### config.mk
export PLATFORM = sky130hd
export DESIGN_NAME = dpx_xlat
export DESIGN_NICKNAME = d
export VERILOG_FILES = /design/src/rtl/dpx_pkg.sv /design/src/rtl/dpx_decode.sv /design/src/rtl/dpx_page_bank.sv /design/src/rtl/dpx_xlat_mux.sv /design/src/rtl/dpx_xlat.sv
export SDC_FILE = /design/constraint.sdc
export NUM_CORES = 1
export LEC_CHECK = 0
export CELL_PAD_IN_SITES_DETAIL_PLACEMENT = 1
export CELL_PAD_IN_SITES_GLOBAL_PLACEMENT = 1
export CORE_ASPECT_RATIO = 0.5
export CORE_MARGIN = 2
export CORE_UTILIZATION = 50
export CTS_CLUSTER_DIAMETER = 60
export CTS_CLUSTER_SIZE = 40
export DETAILED_ROUTE_END_ITERATION = 7
export DONT_BUFFER_PORTS = 1
export HOLD_SLACK_MARGIN = 0.02
export PLACE_DENSITY_LB_ADDON = 0.1
export SYNTH_ARGS = -nofsm -noshare
export SYNTH_HDL_FRONTEND = slang
export SYNTH_SLANG_ARGS = --single-unit
### constraint.sdc
create_clock -name clk -period 3 [get_ports clk]
set_input_delay 0.6 -clock clk [delete_from_list [all_inputs] [get_ports clk]]
set_output_delay 0.6 -clock clk [all_outputs]
set_load 0.02 [all_outputs]
### src/rtl/dpx_pkg.sv
`timescale 1ns/1ps
package dpx_pkg;
   localparam int DPX_VA_W      = 16;
   localparam int DPX_PAGE_W    = 8;
   localparam int DPX_NUM_PAGES = 4;
   localparam int DPX_RF_ADDR_W = 8;
   localparam int DPX_BASE_PRI  = 240;
   localparam int DPX_BASE_ALT  = 224;

   typedef enum logic {
      WIN_PRIMARY   = 1'b0,
      WIN_ALTERNATE = 1'b1
   } win_e;
endpackage

### src/rtl/dpx_decode.sv
`timescale 1ns/1ps
module dpx_decode #(
   parameter int ADDR_W    = 8,
   parameter int NUM_PAGES = 4,
   parameter int BASE_PRI  = 240,
   parameter int BASE_ALT  = 224,
   localparam int IDX_W    = $clog2(NUM_PAGES)
) (
   input  logic [ADDR_W-1:0] addr,
   input  dpx_pkg::win_e     win,
   output logic              hit,
   output logic [IDX_W-1:0]  idx
);
   localparam logic [ADDR_W-1:0] PRI_A = ADDR_W'(BASE_PRI);
   localparam logic [ADDR_W-1:0] ALT_A = ADDR_W'(BASE_ALT);
   localparam bit ALIGNED = ((BASE_PRI % NUM_PAGES) == 0) &&
                            ((BASE_ALT % NUM_PAGES) == 0) &&
                            ((1 << IDX_W) == NUM_PAGES);

   logic [ADDR_W-1:0] base;
   assign base = (win == dpx_pkg::WIN_ALTERNATE) ? ALT_A : PRI_A;

   generate
      if (ALIGNED) begin : g_aligned
         // blocks start on a multiple of their size: compare the upper bits only
         assign hit = (addr[ADDR_W-1:IDX_W] == base[ADDR_W-1:IDX_W]);
         assign idx = addr[IDX_W-1:0];
      end else begin : g_offset
         logic [ADDR_W-1:0] diff;
         assign diff = addr - base;
         assign hit  = (addr >= base) && (diff < ADDR_W'(NUM_PAGES));
         assign idx  = diff[IDX_W-1:0];
      end
   endgenerate
endmodule

### src/rtl/dpx_page_bank.sv
`timescale 1ns/1ps
module dpx_page_bank #(
   parameter int PAGE_W    = 8,
   parameter int NUM_PAGES = 4,
   localparam int IDX_W    = $clog2(NUM_PAGES)
) (
   input  logic                               clk,
   input  logic                               wr_en,
   input  logic [IDX_W-1:0]                   wr_idx,
   input  logic [PAGE_W-1:0]                  wr_data,
   input  logic [IDX_W-1:0]                   rd_idx,
   output logic [PAGE_W-1:0]                  rd_data,
   output logic [NUM_PAGES-1:0][PAGE_W-1:0]   pages
);
   generate
      for (genvar g = 0; g < NUM_PAGES; g++) begin : g_page
         logic sel;
         assign sel = wr_en && (wr_idx == IDX_W'(g));
         // deliberately no reset: contents are undefined until software loads them
         always_ff @(posedge clk) begin
            if (sel) pages[g] <= wr_data;
         end
      end
   endgenerate

   assign rd_data = pages[rd_idx];
endmodule

### src/rtl/dpx_xlat_mux.sv
`timescale 1ns/1ps
module dpx_xlat_mux #(
   parameter int VA_W      = 16,
   parameter int PAGE_W    = 8,
   parameter int NUM_PAGES = 4,
   parameter bit IDLE_ZERO = 1'b1,
   localparam int IDX_W    = $clog2(NUM_PAGES),
   localparam int OFF_W    = VA_W - IDX_W,
   localparam int PA_W     = PAGE_W + OFF_W
) (
   input  logic [VA_W-1:0]                  va,
   input  logic                             va_strobe,
   input  logic [NUM_PAGES-1:0][PAGE_W-1:0] pages,
   output logic [PA_W-1:0]                  pa,
   output logic                             pa_valid
);
   logic [IDX_W-1:0] win_sel;
   logic [PA_W-1:0]  pa_raw;

   assign win_sel  = va[VA_W-1:OFF_W];
   assign pa_raw   = {pages[win_sel], va[OFF_W-1:0]};
   assign pa_valid = va_strobe;

   generate
      if (IDLE_ZERO) begin : g_gated
         assign pa = va_strobe ? pa_raw : '0;
      end else begin : g_open
         assign pa = pa_raw;
      end
   endgenerate
endmodule

### src/rtl/dpx_xlat.sv
`timescale 1ns/1ps
module dpx_xlat #(
   parameter int VA_W      = dpx_pkg::DPX_VA_W,
   parameter int PAGE_W    = dpx_pkg::DPX_PAGE_W,
   parameter int NUM_PAGES = dpx_pkg::DPX_NUM_PAGES,
   parameter int RF_ADDR_W = dpx_pkg::DPX_RF_ADDR_W,
   parameter int BASE_PRI  = dpx_pkg::DPX_BASE_PRI,
   parameter int BASE_ALT  = dpx_pkg::DPX_BASE_ALT,
   parameter bit IDLE_ZERO = 1'b1,
   localparam int IDX_W    = $clog2(NUM_PAGES),
   localparam int PA_W     = PAGE_W + VA_W - IDX_W
) (
   input  logic                 clk,
   input  logic                 rst_n,
   input  logic [RF_ADDR_W-1:0] reg_addr,
   input  logic                 reg_we,
   input  logic [PAGE_W-1:0]    reg_wdata,
   output logic [PAGE_W-1:0]    reg_rdata,
   input  logic                 reloc_mode,
   input  logic [VA_W-1:0]      va,
   input  logic                 va_strobe,
   output logic [PA_W-1:0]      pa,
   output logic                 pa_valid
);
   generate
      if (NUM_PAGES < 2 || (1 << IDX_W) != NUM_PAGES) begin : g_bad_pages
         $error("dpx_xlat: NUM_PAGES must be a power of two, at least 2");
      end
      if (VA_W <= IDX_W) begin : g_bad_va
         $error("dpx_xlat: VA_W too narrow for the window select");
      end
      if (BASE_PRI + NUM_PAGES > (1 << RF_ADDR_W) ||
          BASE_ALT + NUM_PAGES > (1 << RF_ADDR_W)) begin : g_bad_base
         $error("dpx_xlat: register block exceeds the register address range");
      end
      if ((BASE_PRI < BASE_ALT + NUM_PAGES) && (BASE_ALT < BASE_PRI + NUM_PAGES)) begin : g_overlap
         $error("dpx_xlat: primary and alternate register blocks overlap");
      end
   endgenerate

   logic                             rf_hit;
   logic [IDX_W-1:0]                 rf_idx;
   logic [PAGE_W-1:0]                bank_rd;
   logic [NUM_PAGES-1:0][PAGE_W-1:0] page_q;
   logic                             wr_ok;
   dpx_pkg::win_e                    win;

   assign win   = reloc_mode ? dpx_pkg::WIN_ALTERNATE : dpx_pkg::WIN_PRIMARY;
   assign wr_ok = reg_we && rf_hit && rst_n;

   dpx_decode #(
      .ADDR_W    (RF_ADDR_W),
      .NUM_PAGES (NUM_PAGES),
      .BASE_PRI  (BASE_PRI),
      .BASE_ALT  (BASE_ALT)
   ) u_dec (
      .addr (reg_addr),
      .win  (win),
      .hit  (rf_hit),
      .idx  (rf_idx)
   );

   dpx_page_bank #(
      .PAGE_W    (PAGE_W),
      .NUM_PAGES (NUM_PAGES)
   ) u_bank (
      .clk     (clk),
      .wr_en   (wr_ok),
      .wr_idx  (rf_idx),
      .wr_data (reg_wdata),
      .rd_idx  (rf_idx),
      .rd_data (bank_rd),
      .pages   (page_q)
   );

   assign reg_rdata = rf_hit ? bank_rd : '0;

   dpx_xlat_mux #(
      .VA_W      (VA_W),
      .PAGE_W    (PAGE_W),
      .NUM_PAGES (NUM_PAGES),
      .IDLE_ZERO (IDLE_ZERO)
   ) u_mux (
      .va        (va),
      .va_strobe (va_strobe),
      .pages     (page_q),
      .pa        (pa),
      .pa_valid  (pa_valid)
   );
endmodule

==> Yosys cells after proc, flatten, opt, wreduce, memory -nomap -nowiden <==
Index checks and enable logic that the tools add are counted.
W data, S select, Z words.
{ "word_totals": {"reg_bits": 32, "input_bits": 37, "wordCells": 25, "output_inout_bits": 31} }
{ "op_classes": {"reduce_logical": 7, "muxes": 8, "magnitude_cmp": 2, "n_eq_ne": 4} }
{ "op_table": {"columns": ["operator", "n"], "rows": [
  ["$bmux W8 S2", 2],
  ["$mux W8", 3],
  ["$mux W22", 1],
  ["$eq A6 B6 Y1", 1],
  ["$logic_and A1 B1 Y1", 6],
  ["$lt A2 B3 Y1 const B", 2],
  ["$mux W5", 1],
  ["$eq A2 B2 Y1 const B", 2],
  ["$eq A2 B1 Y1 const B", 1],
  ["$logic_not A2 Y1", 1],
  ["$mux W1", 1]
]} }

==> Depth between registers and ports, before layout <==
{ "depth": {"depth_word": 6, "mapped_depth": 3, "depth_no_buf": 2} }

==> Modules after synthesis <==
A second synthesis with hierarchy kept.
{ "hier_totals": {"hier_cells": 105, "area_unflattened_um2": 1655.3} }
{ "modules_own_cells": {"columns": ["module", "cells_each", "n_inst", "area_each_um2", "seq_area_each_um2"], "rows": [
  ["dpx_page_bank", 46, 1, 1188.6, 960.9],
  ["dpx_xlat_mux", 45, 1, 354.1, 0.0],
  ["dpx_xlat", 9, 1, 66.3, 0.0],
  ["dpx_decode", 5, 1, 46.3, 0.0]
]} }

==> Least setup slack after synthesis <==
OpenSTA, ideal clock, no wires.
{ "synth_path": {"path_kind": "input -> register", "start": "input reg_addr[2]", "end": "register u_bank.pages[0] in the netlist's numbering (enable)", "setup_ns": 0.395, "required_time_ns": 2.605, "arrival_ns": 1.887, "cell_stages": 3, "path_slack_ns": 0.719, "n_path_buf": 1, "cell_sequence": "nand4b_1 > clkbuf_8 > nor4_1"} }
{ "synth_between": {"elab_chain_len": 4} }
{ "synth_lines": {"columns": ["element", "line_no", "source"], "rows": [
  ["start: declaration", "dpx_xlat.sv:15", "input logic [RF_ADDR_W-1:0] reg_addr,"],
  ["$eq A6 B6 Y1", "dpx_decode.sv:26", "assign hit = (addr[ADDR_W-1:IDX_W] == base[ADDR_W-1:IDX_W]);"],
  ["$logic_and A1 B1 Y1 (2 in a row)", "dpx_xlat.sv:49", "assign wr_ok = reg_we && rf_hit && rst_n;"],
  ["$logic_and A1 B1 Y1", "dpx_page_bank.sv:18", "assign sel = wr_en && (wr_idx == IDX_W'(g));"],
  ["via u_bank.g_page[0].sel", "dpx_page_bank.sv:17", "logic sel;"],
  ["end signal: indexed assignment", "dpx_page_bank.sv:21", "if (sel) pages[g] <= wr_data;"],
  ["end: declaration", "dpx_page_bank.sv:13", "output logic [NUM_PAGES-1:0][PAGE_W-1:0] pages"]
]} }
The timed path passes the listed nets, and every way through them passes these cells.
A chain may end at the register's enable or synchronous reset.

==> Worst setup path in the final report <==
{ "layout_path": {"start": "register u_bank.pages[16] in the netlist's numbering", "end": "output reg_rdata[0]"} }
{ "layout_between": {"elab_chain_len": 3} }
{ "layout_lines": {"columns": ["element", "line_no", "source"], "rows": [
  ["$bmux W8 S2", "dpx_page_bank.sv:26", "assign rd_data = pages[rd_idx];"],
  ["$mux W8 (not written as such)", "dpx_page_bank.sv:26", null],
  ["$mux W8", "dpx_xlat.sv:76", "assign reg_rdata = rf_hit ? bank_rd : '0;"],
  ["end: declaration", "dpx_xlat.sv:18", "output logic [PAGE_W-1:0] reg_rdata,"]
]} }
Every way passes these cells. The select of a mux whose other input is x is not followed.

==> flow_results.xml <==
<?xml version="1.0" encoding="UTF-8"?>
<metrics>
  <group name="run_status">
    <metric name="outcome" unit="">finished clean</metric>
  </group>
  <group name="worst_hold_path">
    <metric name="hold_path_depth" unit="">0</metric>
    <metric name="hold_path_startpoint" unit="">reg_wdata[1]</metric>
    <metric name="min-delay-path-class" unit="">input pin to flip-flop</metric>
    <metric name="worst_min_delay_path_endpoint" unit="">u_bank.pages[1]</metric>
  </group>
  <group name="sta">
    <metric name="max_clock_freq" unit="GHz">0.4740</metric>
    <metric name="timing.final.crit_period" unit="ns">2.109</metric>
    <metric name="final.period_utilization" unit="%">70.32</metric>
    <metric name="final.setup.tns" unit="ns">0</metric>
    <metric name="rsz_0062_raised_after_global_routing" unit="">no</metric>
    <metric name="report.final.slew_viol_count" unit="">0</metric>
    <metric name="max_slew_margin" unit="%">55.28</metric>
    <metric name="finalSetupViolCount" unit="">0</metric>
    <metric name="timing_hold_violations_final" unit="">0</metric>
    <metric name="worst_slew_pin_slew" unit="ns">0.6647</metric>
  </group>
  <group name="synthesis">
    <metric name="synth.ff_latch_count" unit="">32</metric>
    <metric name="synth_warnings" unit="">0</metric>
    <metric name="post_synth.cell_area_avg" unit="µm²">18.05</metric>
    <metric name="mappedNetlistArea" unit="mm²">0.001769</metric>
    <metric name="seq_area_frac_synth" unit="%">54.31</metric>
    <metric name="synth_cell_types" unit="">16</metric>
    <metric name="synth_cells" unit="">98</metric>
    <metric name="syn_nets" unit="">135</metric>
  </group>
  <group name="final_layout">
    <metric name="finish.utilization" unit="%">56.67</metric>
    <metric name="largest_register_by_flop_count" unit="">u_bank.pages</metric>
    <metric name="area.sequential" unit="µm²">960.9</metric>
    <metric name="largest_reg_flops" unit="">32</metric>
    <metric name="syn_to_final_growth" unit="%">9.406</metric>
    <metric name="fillers" unit="">322</metric>
    <metric name="finish.net_count" unit="">147</metric>
    <metric name="num_antenna_cells" unit="">0</metric>
    <metric name="drive_gt1_share" unit="%">31.53</metric>
    <metric name="multi_input_area" unit="µm²">718.2</metric>
    <metric name="largestRegisters" unit="">u_bank.pages (32)</metric>
    <metric name="layout.cell_area.non_filler" unit="mm²">0.001936</metric>
  </group>
  <group name="detailed_routing">
    <metric name="detail_route.wl_per_cell" unit="µm">23.72</metric>
    <metric name="detail_route.iter0.violations" unit="">48</metric>
    <metric name="route.detailed.vias_per_inst" unit="">6.136</metric>
    <metric name="totalWireLength" unit="µm">3842</metric>
    <metric name="firstDrtPassIters" unit="">4</metric>
    <metric name="vias" unit="">994</metric>
    <metric name="route.detailed.drc" unit="">0</metric>
    <metric name="ant_nets" unit="">0</metric>
  </group>
  <group name="power_and_ir_drop">
    <metric name="power_density" unit="mW/mm²">452.1</metric>
    <metric name="report.power.total" unit="mW">0.8750</metric>
    <metric name="leakage" unit="nW">0.6233</metric>
    <metric name="peakVddDrop" unit="V">0.0003566</metric>
  </group>
  <group name="place">
    <metric name="gpl.final_weighted_congestion" unit="">0.7084</metric>
    <metric name="post-dp-hpwl" unit="µm">2907</metric>
    <metric name="placed_cell_area" unit="mm²">0.001856</metric>
    <metric name="port_buffers" unit="">0</metric>
  </group>
  <group name="critical_path">
    <metric name="worstPathArrival" unit="ns">1.51</metric>
    <metric name="worstPathRequired" unit="ns">2.40</metric>
    <metric name="critical_path.endpoint_type" unit="">primary output</metric>
    <metric name="critical_path_peak_fanout" unit="">2</metric>
    <metric name="start_kind" unit="">flip-flop</metric>
    <metric name="path_class" unit="">flip-flop to primary output</metric>
  </group>
  <group name="global_routing">
    <metric name="globalRouteTotalUtil" unit="%">20.25</metric>
    <metric name="largest_net_degree_at_the_start_of_global_routing" unit="">24</metric>
    <metric name="wire_length_of_the_first_global_routing_pass" unit="µm">5554</metric>
    <metric name="first_global_vias" unit="">1029</metric>
    <metric name="grt_overflow" unit="">0</metric>
    <metric name="antenna_found_initial" unit="">0</metric>
  </group>
  <group name="die">
    <metric name="ioPinCount" unit="">68</metric>
    <metric name="die_width" unit="µm">88.13</metric>
    <metric name="std_cell_rows" unit="">15</metric>
    <metric name="die_height" unit="µm">46.06</metric>
    <metric name="floorplan.die_area" unit="mm²">0.004059</metric>
    <metric name="start_util" unit="%">51.79</metric>
    <metric name="design.core.area" unit="mm²">0.003416</metric>
  </group>
  <group name="cts">
    <metric name="post_cts_resized" unit="">0</metric>
    <metric name="cts_max_level" unit="">2</metric>
    <metric name="postCtsHoldBufs" unit="">0</metric>
    <metric name="post_cts_buffers" unit="">0</metric>
    <metric name="clk_pin_slew" unit="ns">0.07</metric>
    <metric name="cts_tree" unit="">built</metric>
    <metric name="clkSinkCount" unit="">32</metric>
    <metric name="clock-root-buffer" unit="">sky130_fd_sc_hd__clkbuf_8</metric>
    <metric name="cts-root-to-sink-buffers" unit="">2</metric>
    <metric name="cts_buffers" unit="">5</metric>
  </group>
  <group name="job">
    <metric name="maximum_capacitance_violations" unit="">0</metric>
  </group>
</metrics>
where the power goes:
group | switching, mW | internal, mW
Clock | 0.146 | 0.161
Combinational | 0.0402 | 0.0348
Sequential | 0.000249 | 0.493
Total | 0.187 | 0.688
worst max-delay path by stage:
stage	start	endpoint
global placement	reg_addr[0]	reg_rdata[0]
detailed placement	reg_addr[2]	u_bank.pages[19]
CTS	u_bank.pages[16]	reg_rdata[0]
finish	u_bank.pages[16]	reg_rdata[0]
floorplan	reg_addr[2]	u_bank.pages[0]
global route	reg_addr[2]	reg_rdata[0]
critical path, cell delays in order, from the launching register on:
cell,delay [ns]
sky130_fd_sc_hd__edfxtp_1,0.39
sky130_fd_sc_hd__mux4_1,0.51
sky130_fd_sc_hd__nor4b_1,0.16
sky130_fd_sc_hd__buf_4,0.16
through the flow:
step | std cells | hold slack (ns) | setup slack, ns
6_report | 162 | 0.4034 | 0.8905
2_1_floorplan | 98 | 0.6989 | 0.7185
4_1_cts | 162 | 0.3954 | 0.8871
5_1_grt | 162 | 0.3831 | 0.8368
3_3_place_gp | 154 | 0.6990 | 0.9739
3_5_place_dp | 154 | 0.6990 | 0.8635
synth_stat cells:
library cell / n / area share [%]
sky130_fd_sc_hd__nor4b_4: 1 / 1.3
sky130_fd_sc_hd__nor4b_2: 5 / 4.2
sky130_fd_sc_hd__nand4bb_1: 1 / 0.64
sky130_fd_sc_hd__nor4b_1: 2 / 0.99
sky130_fd_sc_hd__nand4_1: 1 / 0.35
sky130_fd_sc_hd__clkbuf_1: 3 / 0.64
sky130_fd_sc_hd__clkbuf_8: 3 / 2.3
sky130_fd_sc_hd__mux4_1: 7 / 10
sky130_fd_sc_hd__xnor2_1: 1 / 0.50
sky130_fd_sc_hd__and2_1: 22 / 7.8
sky130_fd_sc_hd__nand4b_1: 3 / 1.5
sky130_fd_sc_hd__buf_4: 2 / 0.85
sky130_fd_sc_hd__nor4_1: 4 / 1.4
sky130_fd_sc_hd__buf_6: 2 / 1.3
sky130_fd_sc_hd__mux4_2: 9 / 11
sky130_fd_sc_hd__edfxtp_1: 32 / 54
cell usage in the layout, fill, tap and decap left out, types with 2 or more instances in the layout:
cell and count:
sky130_fd_sc_hd__and2_1 22, sky130_fd_sc_hd__buf_4 15, sky130_fd_sc_hd__clkbuf_1 2, sky130_fd_sc_hd__clkbuf_8 5, sky130_fd_sc_hd__edfxtp_1 32, sky130_fd_sc_hd__mux4_1 7, sky130_fd_sc_hd__mux4_2 9, sky130_fd_sc_hd__nand4b_1 3
sky130_fd_sc_hd__nor4_1 4, sky130_fd_sc_hd__nor4b_1 2, sky130_fd_sc_hd__nor4b_2 5
cell type report:
| class | instances | share of cell area [%] |
|---|---|---|
| Clock buffer | 7 | 3.943 |
| Sequential cell | 32 | 49.64 |
| Multi-Input combinational cell | 56 | 37.10 |
| Clock inverter | 1 | 0.1939 |
| Timing Repair Buffer | 15 | 5.818 |
| Tap cell | 51 | 3.297 |
cells by family after synthesis:
logic type	count (synthesis)	synth area share, %
flip-flops	32	54.31
XOR/XNOR	1	0.4951
multiplexers	16	21.85
buffers and inverters	10	5.092
AND/OR/NAND/NOR	39	18.25
layer usage:
layer  GRT usage, %  vias up  share of wire [%]
li1               -      430                  -
met1          25.06      504                 40
met2          33.48       56                 51
met3          8.961        4                7.7
met4          5.455        0                1.0
met5              0        -                  0
Note: power is estimated with default switching activity, not from simulation.
